<file path="src/rtl/coh_pkg.sv">
package coh_pkg;
  localparam int LINE_W = 2;
  localparam int CMD_W  = 2;
  localparam int CTL_W  = 2;

  typedef enum logic [LINE_W-1:0] {
    LN_INV = 2'd0,
    LN_SHR = 2'd1,
    LN_EXC = 2'd2
  } line_e;

  typedef enum logic [CMD_W-1:0] {
    BC_NONE   = 2'd0,
    BC_RDMISS = 2'd1,
    BC_WRMISS = 2'd2,
    BC_WRBACK = 2'd3
  } bcmd_e;

  typedef enum logic [CTL_W-1:0] {
    CT_IDLE      = 2'd0,
    CT_WAIT_WB   = 2'd1,
    CT_WAIT_MISS = 2'd2
  } ctl_e;

  // Decision produced each cycle for the sequencer
  typedef struct packed {
    logic  start_wb;    // enter write-back wait
    logic  start_miss;  // a miss command follows (or starts now)
    bcmd_e miss_cmd;
    line_e after_wb;    // line state once write-back is granted
    line_e fin;         // line state once miss is granted
    logic  set_now;     // immediate state change without bus
    line_e now_val;
  } plan_t;
endpackage

</file>
<file path="src/rtl/coh_plan.sv">
module coh_plan
  import coh_pkg::*;
(
  input  line_e line_q,
  input  logic  idle,
  input  logic  snp_valid,
  input  logic  snp_write,
  input  logic  snp_match,
  input  logic  cpu_valid,
  input  logic  cpu_write,
  input  logic  cpu_hit,
  output logic  cpu_take,
  output logic  cpu_ready,
  output plan_t plan
);
  logic snoop_hit;
  logic cpu_miss;

  assign snoop_hit = snp_valid && snp_match;
  // snoop has priority: processor side is stalled whenever a snoop is present
  assign cpu_ready = idle && !snp_valid;
  assign cpu_take  = cpu_ready && cpu_valid;
  assign cpu_miss  = !cpu_hit || (line_q == LN_INV);

  always_comb begin
    plan          = '0;
    plan.miss_cmd = BC_NONE;
    plan.after_wb = LN_INV;
    plan.fin      = LN_INV;
    plan.now_val  = LN_INV;

    // another cache writes the block: drop the clean copy at once
    if (snoop_hit && snp_write && line_q == LN_SHR) begin
      plan.set_now = 1'b1;
      plan.now_val = LN_INV;
    end

    if (idle && snoop_hit && line_q == LN_EXC) begin
      plan.start_wb = 1'b1;
      plan.after_wb = snp_write ? LN_INV : LN_SHR;
    end else if (cpu_take) begin
      if (!cpu_write) begin
        if (cpu_miss) begin
          plan.start_miss = 1'b1;
          plan.miss_cmd   = BC_RDMISS;
          plan.fin        = LN_SHR;
          plan.start_wb   = (line_q == LN_EXC);
        end
      end else if (!(cpu_hit && line_q == LN_EXC)) begin
        plan.start_miss = 1'b1;
        plan.miss_cmd   = BC_WRMISS;
        plan.fin        = LN_EXC;
        plan.start_wb   = cpu_miss && (line_q == LN_EXC);
      end
    end
  end
endmodule

</file>
<file path="src/rtl/coh_bus_seq.sv">
module coh_bus_seq
  import coh_pkg::*;
(
  input  logic  clk,
  input  logic  rst_n,
  input  plan_t plan,
  input  logic  bus_grant,
  output line_e line_q,
  output logic  idle,
  output logic  bus_req_valid,
  output bcmd_e bus_req_cmd
);
  ctl_e  ctl_q;
  logic  miss_pend_q;
  bcmd_e miss_cmd_q;
  line_e after_wb_q;
  line_e fin_q;

  always_ff @(posedge clk) begin
    if (!rst_n) begin
      ctl_q       <= CT_IDLE;
      line_q      <= LN_INV;
      miss_pend_q <= 1'b0;
      miss_cmd_q  <= BC_NONE;
      after_wb_q  <= LN_INV;
      fin_q       <= LN_INV;
    end else begin
      if (plan.set_now) line_q <= plan.now_val;
      unique case (ctl_q)
        CT_IDLE: begin
          if (plan.start_wb || plan.start_miss) begin
            ctl_q       <= plan.start_wb ? CT_WAIT_WB : CT_WAIT_MISS;
            miss_pend_q <= plan.start_miss;
            miss_cmd_q  <= plan.miss_cmd;
            after_wb_q  <= plan.after_wb;
            fin_q       <= plan.fin;
          end
        end
        CT_WAIT_WB: begin
          if (bus_grant) begin
            line_q <= after_wb_q;
            ctl_q  <= miss_pend_q ? CT_WAIT_MISS : CT_IDLE;
          end
        end
        CT_WAIT_MISS: begin
          if (bus_grant) begin
            line_q      <= fin_q;
            ctl_q       <= CT_IDLE;
            miss_pend_q <= 1'b0;
          end
        end
        default: ctl_q <= CT_IDLE;
      endcase
    end
  end

  assign idle          = (ctl_q == CT_IDLE);
  assign bus_req_valid = !idle;
  assign bus_req_cmd   = (ctl_q == CT_WAIT_WB)   ? BC_WRBACK :
                         (ctl_q == CT_WAIT_MISS) ? miss_cmd_q : BC_NONE;

  assert_req_hold_R8: assert property (@(posedge clk) disable iff (!rst_n)
    (bus_req_valid && !bus_grant) |=> (bus_req_valid && $stable(bus_req_cmd)));

  assert_wb_only_dirty_R5: assert property (@(posedge clk) disable iff (!rst_n)
    (bus_req_valid && bus_req_cmd == BC_WRBACK) |-> (line_q == LN_EXC));

  assert_rdmiss_shared_R1: assert property (@(posedge clk) disable iff (!rst_n)
    (bus_req_valid && bus_req_cmd == BC_RDMISS && bus_grant) |=> (line_q == LN_SHR));
endmodule

</file>
<file path="src/rtl/coh_snoop_ctrl.sv">
module coh_snoop_ctrl
  import coh_pkg::*;
(
  input  logic             clk,
  input  logic             rst_n,
  input  logic             cpu_req_valid,
  input  logic             cpu_req_write,
  input  logic             cpu_req_hit,
  output logic             cpu_req_ready,
  input  logic             snp_valid,
  input  logic             snp_write,
  input  logic             snp_match,
  output logic             bus_req_valid,
  output logic [CMD_W-1:0] bus_req_cmd,
  input  logic             bus_grant,
  output logic [LINE_W-1:0] line_state
);
  line_e line_q;
  logic  idle;
  logic  cpu_take;
  plan_t plan;
  bcmd_e cmd_e;

  coh_plan u_plan (
    .line_q    (line_q),
    .idle      (idle),
    .snp_valid (snp_valid),
    .snp_write (snp_write),
    .snp_match (snp_match),
    .cpu_valid (cpu_req_valid),
    .cpu_write (cpu_req_write),
    .cpu_hit   (cpu_req_hit),
    .cpu_take  (cpu_take),
    .cpu_ready (cpu_req_ready),
    .plan      (plan)
  );

  coh_bus_seq u_seq (
    .clk           (clk),
    .rst_n         (rst_n),
    .plan          (plan),
    .bus_grant     (bus_grant),
    .line_q        (line_q),
    .idle          (idle),
    .bus_req_valid (bus_req_valid),
    .bus_req_cmd   (cmd_e)
  );

  assign bus_req_cmd = cmd_e;
  assign line_state  = line_q;

  assert_snoop_first_R9: assert property (@(posedge clk) disable iff (!rst_n)
    snp_valid |-> !cpu_req_ready);

  assert_hit_quiet_R3: assert property (@(posedge clk) disable iff (!rst_n)
    (cpu_req_valid && cpu_req_ready && cpu_req_hit && line_state == LN_EXC)
      |=> (!bus_req_valid && line_state == LN_EXC));

  assert_shared_inval_R4: assert property (@(posedge clk) disable iff (!rst_n)
    (snp_valid && snp_match && snp_write && line_state == LN_SHR && !bus_grant)
      |=> (line_state == LN_INV));

  assert_wrmiss_excl_R2: assert property (@(posedge clk) disable iff (!rst_n)
    (bus_req_valid && bus_req_cmd == BC_WRMISS && bus_grant) |=> (line_state == LN_EXC));
endmodule

</file>
<file path="config.mk">
export PLATFORM = sky130hd
export DESIGN_NAME = coh_snoop_ctrl
export DESIGN_NICKNAME = d
export VERILOG_FILES = /design/src/rtl/coh_pkg.sv /design/src/rtl/coh_plan.sv /design/src/rtl/coh_bus_seq.sv /design/src/rtl/coh_snoop_ctrl.sv
export SDC_FILE = /design/constraint.sdc
export NUM_CORES = 1
export LEC_CHECK = 0
export CELL_PAD_IN_SITES_DETAIL_PLACEMENT = 0
export CELL_PAD_IN_SITES_GLOBAL_PLACEMENT = 1
export CORE_MARGIN = 2
export CORE_UTILIZATION = 35
export CTS_CLUSTER_SIZE = 16
export DETAILED_ROUTE_END_ITERATION = 10
export PLACE_DENSITY_LB_ADDON = 0.1
export SLEW_MARGIN = 10
export SYNTH_ARGS = -nofsm -noshare
export SYNTH_HDL_FRONTEND = slang
export SYNTH_SLANG_ARGS = --single-unit
</file>
<file path="constraint.sdc">
create_clock -name clk -period 4.25 [get_ports clk]
set_input_delay 0.85 -clock clk [delete_from_list [all_inputs] [get_ports clk]]
set_output_delay 0.85 -clock clk [all_outputs]
set_load 0.01 [all_outputs]
</file>
==> results.txt <==
Core ar. = 1490 um^2
Drt total wl = 1240 um
Number of global-route vias before repair = 529
Yosys top cell by area = dfxtp_1
Crit path kind = input port to output pin
Post-Syn Nets = 77
Fmax = 0.345 GHz
Die width = 43.5 um
CP Data Arrival Time = 2.05 ns
H-tree depth = 1
Leakage = 0.000281 uW
Reg power frac = 30.1%
Iter 0 DRT Violations = 14
Post-cts hold buffer count = 0
Setup TNS = 0 ns
Critical path's slowest cell = clkdlybuf4s50_1
MaxCap Viol Count = 0
Die area = 1890 um^2
Antenna Cells = 0
Hold Path Depth = 2
DP HPWL = 974 um
Synth cell types = 32
Drt pass-1 iters = 4
Vert. Die Dim = 43.5 um
Final ANT Viol Nets = 0
Path type of the worst min-delay path = register to register
Syn Inst Count = 65
Setup-failing EPs final = 0
Final Critical Period = 2.90 ns
Post-CTS setup repair buffer count = 0
RSZ-0062 raised after global routing = no
GR Overflow Total = 0
First-pass GRT wire length = 2220 um
Clk_skew = 0.00197 ns
Status = finished clean
Largest net degree at the start of global routing = 11
Synth Cell Area = 546 um^2
Synth top area share = 29.4%
Number of enable flip-flop cells after synthesis = 0
Hold Slack = 0.482 ns
CTS sink count = 8
Inserted Clock Buffers = 3
Worst-Skew Late Latency = 0.25 ns
Average instance area after synthesis = 8.39 um^2
Synth area leaders = dfxtp_1 (29%), ha_1 (6.9%), nand2_1 (6.2%)
Critical Path RT = 3.40 ns
Clock transition at path regs = 0.06 ns
Drt drc = 0
Worst path cell trace = clkdlybuf4s50_1 -> nor2_1 -> clkdlybuf4s50_1
Num rows = 14
Crit end category = output pin
Slew margin rel. = 78.1%
Clk pwr share = 17.2%
Starting Density = 36.6%
Layout area overhead = 32.1%
CTS root buf = clkbuf_4
Vias per cell = 5.67
Nets@finish = 95
Int Pwr = 209 uW
CTS tree = yes
CP Launch Point = snp_valid
Initial antenna violation count = 0
PostCTS Resize Cnt = 0
Slew at the pin closest to its max-slew limit = 0.327 ns
RR Startpoint = u_seq.ctl_q[1]$_SDFFE_PN0P_
Clk buf depth = 2
I/O pin total = 15
Max Slew Vio Count = 0
Slowest stage delay, CP = 0.53 ns
Most common cell after layout, fill and taps aside = clkdlybuf4s50_1
Ys flop type = dfxtp_1
Psw = 133 uW
Power per Cell Area = 475 nW/um^2
#FFs+latches synth = 8
Worst setup SP type = input port
IO buf count = 14
Critical R2R Capture = u_seq.ctl_q[1]$_SDFFE_PN0P_
Sequential area share after synthesis = 29.4%
Total chip power = 342 uW
Most frequent CP cell = clkdlybuf4s50_1
Synth Warn # = 0
CP max FO = 7
R2r worst-path depth = 6
Crit path capture = cpu_req_ready
Combinational Power Share = 52.7%
Via count = 550
Fin. Hold Viols = 0
Peak VDD IR = 169 uV
Share of cells above drive strength 1 = 11.1%
Synth async-reset ratio = 0%
Reg2Reg Setup Slack = 2.67 ns
Period utilisation layout = 68.2%
Commonest cells after routing, fill and taps aside = clkdlybuf4s50_1 (14), nand2_1 (9), dfxtp_1 (8)
Total GRT Usage = 16.0%
WL per Instance = 12.7 um
Gp weighted congestion = 0.752
Sw frac = 39.0%
## worst min path at each step
stage	startpoint	end
final	u_seq.ctl_q[1]$_SDFFE_PN0P_	u_seq.ctl_q[1]$_SDFFE_PN0P_
after global routing	u_seq.ctl_q[1]$_SDFFE_PN0P_	u_seq.ctl_q[1]$_SDFFE_PN0P_
after CTS	u_seq.ctl_q[1]$_SDFFE_PN0P_	u_seq.ctl_q[1]$_SDFFE_PN0P_
after detailed placement	u_seq.ctl_q[1]$_SDFFE_PN0P_	u_seq.ctl_q[1]$_SDFFE_PN0P_
after global placement	u_seq.ctl_q[1]$_SDFFE_PN0P_	u_seq.ctl_q[1]$_SDFFE_PN0P_
after floorplan	u_seq.ctl_q[1]$_SDFFE_PN0P_	u_seq.ctl_q[1]$_SDFFE_PN0P_
## routing by layer
metal / wire, um / vias up / global-route usage [%]
li1: - / 276 / -
met1: 549 / 254 / 18.4
met2: 599 / 16 / 26.6
met3: 70 / 4 / 6.67
met4: 16 / 0 / 6.06
met5: 0 / - / 0
## synth_stat cells (2+ instances only)
cell type and number:
a21oi_1 3, a31oi_1 2, dfxtp_1 8, ha_1 3, inv_1 4, nand2_1 9
nand3_1 2, nor2_1 5, nor3b_1 2, o21a_1 2, o21ai_0 4
## worst max-delay path, delay by kind of cell
kind | cells | cell delay, ns
and+or+nand+nor | 1 | 0.14
buffers and inverters | 2 | 1.05
## cells by family (layout without fill, tap and decap cells)
logic type                 Yosys count  after routing  share of synthesized area, %
adders and majority gates            3              3                          6.88
AOI/OAI and AO/OA                   21             21                          28.9
and+or+nand+nor                     27             27                          28.9
buffers and inverters                5             21                          4.13
DFF                                  8              8                          29.4
muxes                                1              1                          1.83
## cell type report
cell class	instances	area, um^2
fillers	142	768
flip-flops and latches	8	160
repair buffers	14	140
well taps	16	20.0
multi-input cells	52	363
inverters	4	15.0
clock buffers	3	22.5
## sequential cells by signal (all words and copies together), names as in the netlist
name,count
u_seq.fin_q,1
u_seq.miss_pend_q,1
u_seq.ctl_q,2
u_seq.line_q,2
u_seq.after_wb_q,1
u_seq.miss_cmd_q,1
## power groups by stage
stage / registers, uW / clock network (uW) / logic (uW)
3_3_place_gp: 104 / 0 / 183
4_1_cts: 103 / 62.7 / 182
5_1_grt: 105 / 66.0 / 200
6_report: 103 / 58.9 / 180
2_1_floorplan: 103 / 0 / 121
3_5_place_dp: 105 / 0 / 181
## through the flow
| step | util [%] | instance area, um^2 | worst slack (ns) | cells |
|---|---|---|---|---|
| finish | 48.4 | 721 | 1.35 | 97 |
| CTS | 48.4 | 721 | 1.34 | 97 |
| global route | 48.4 | 721 | 1.32 | 97 |
| detailed placement | 46.9 | 698 | 1.35 | 94 |
| floorplan | - | 546 | 2.37 | 65 |
| global placement | 46.9 | 698 | 1.37 | 94 |
Power figures use the tool's default switching activity.
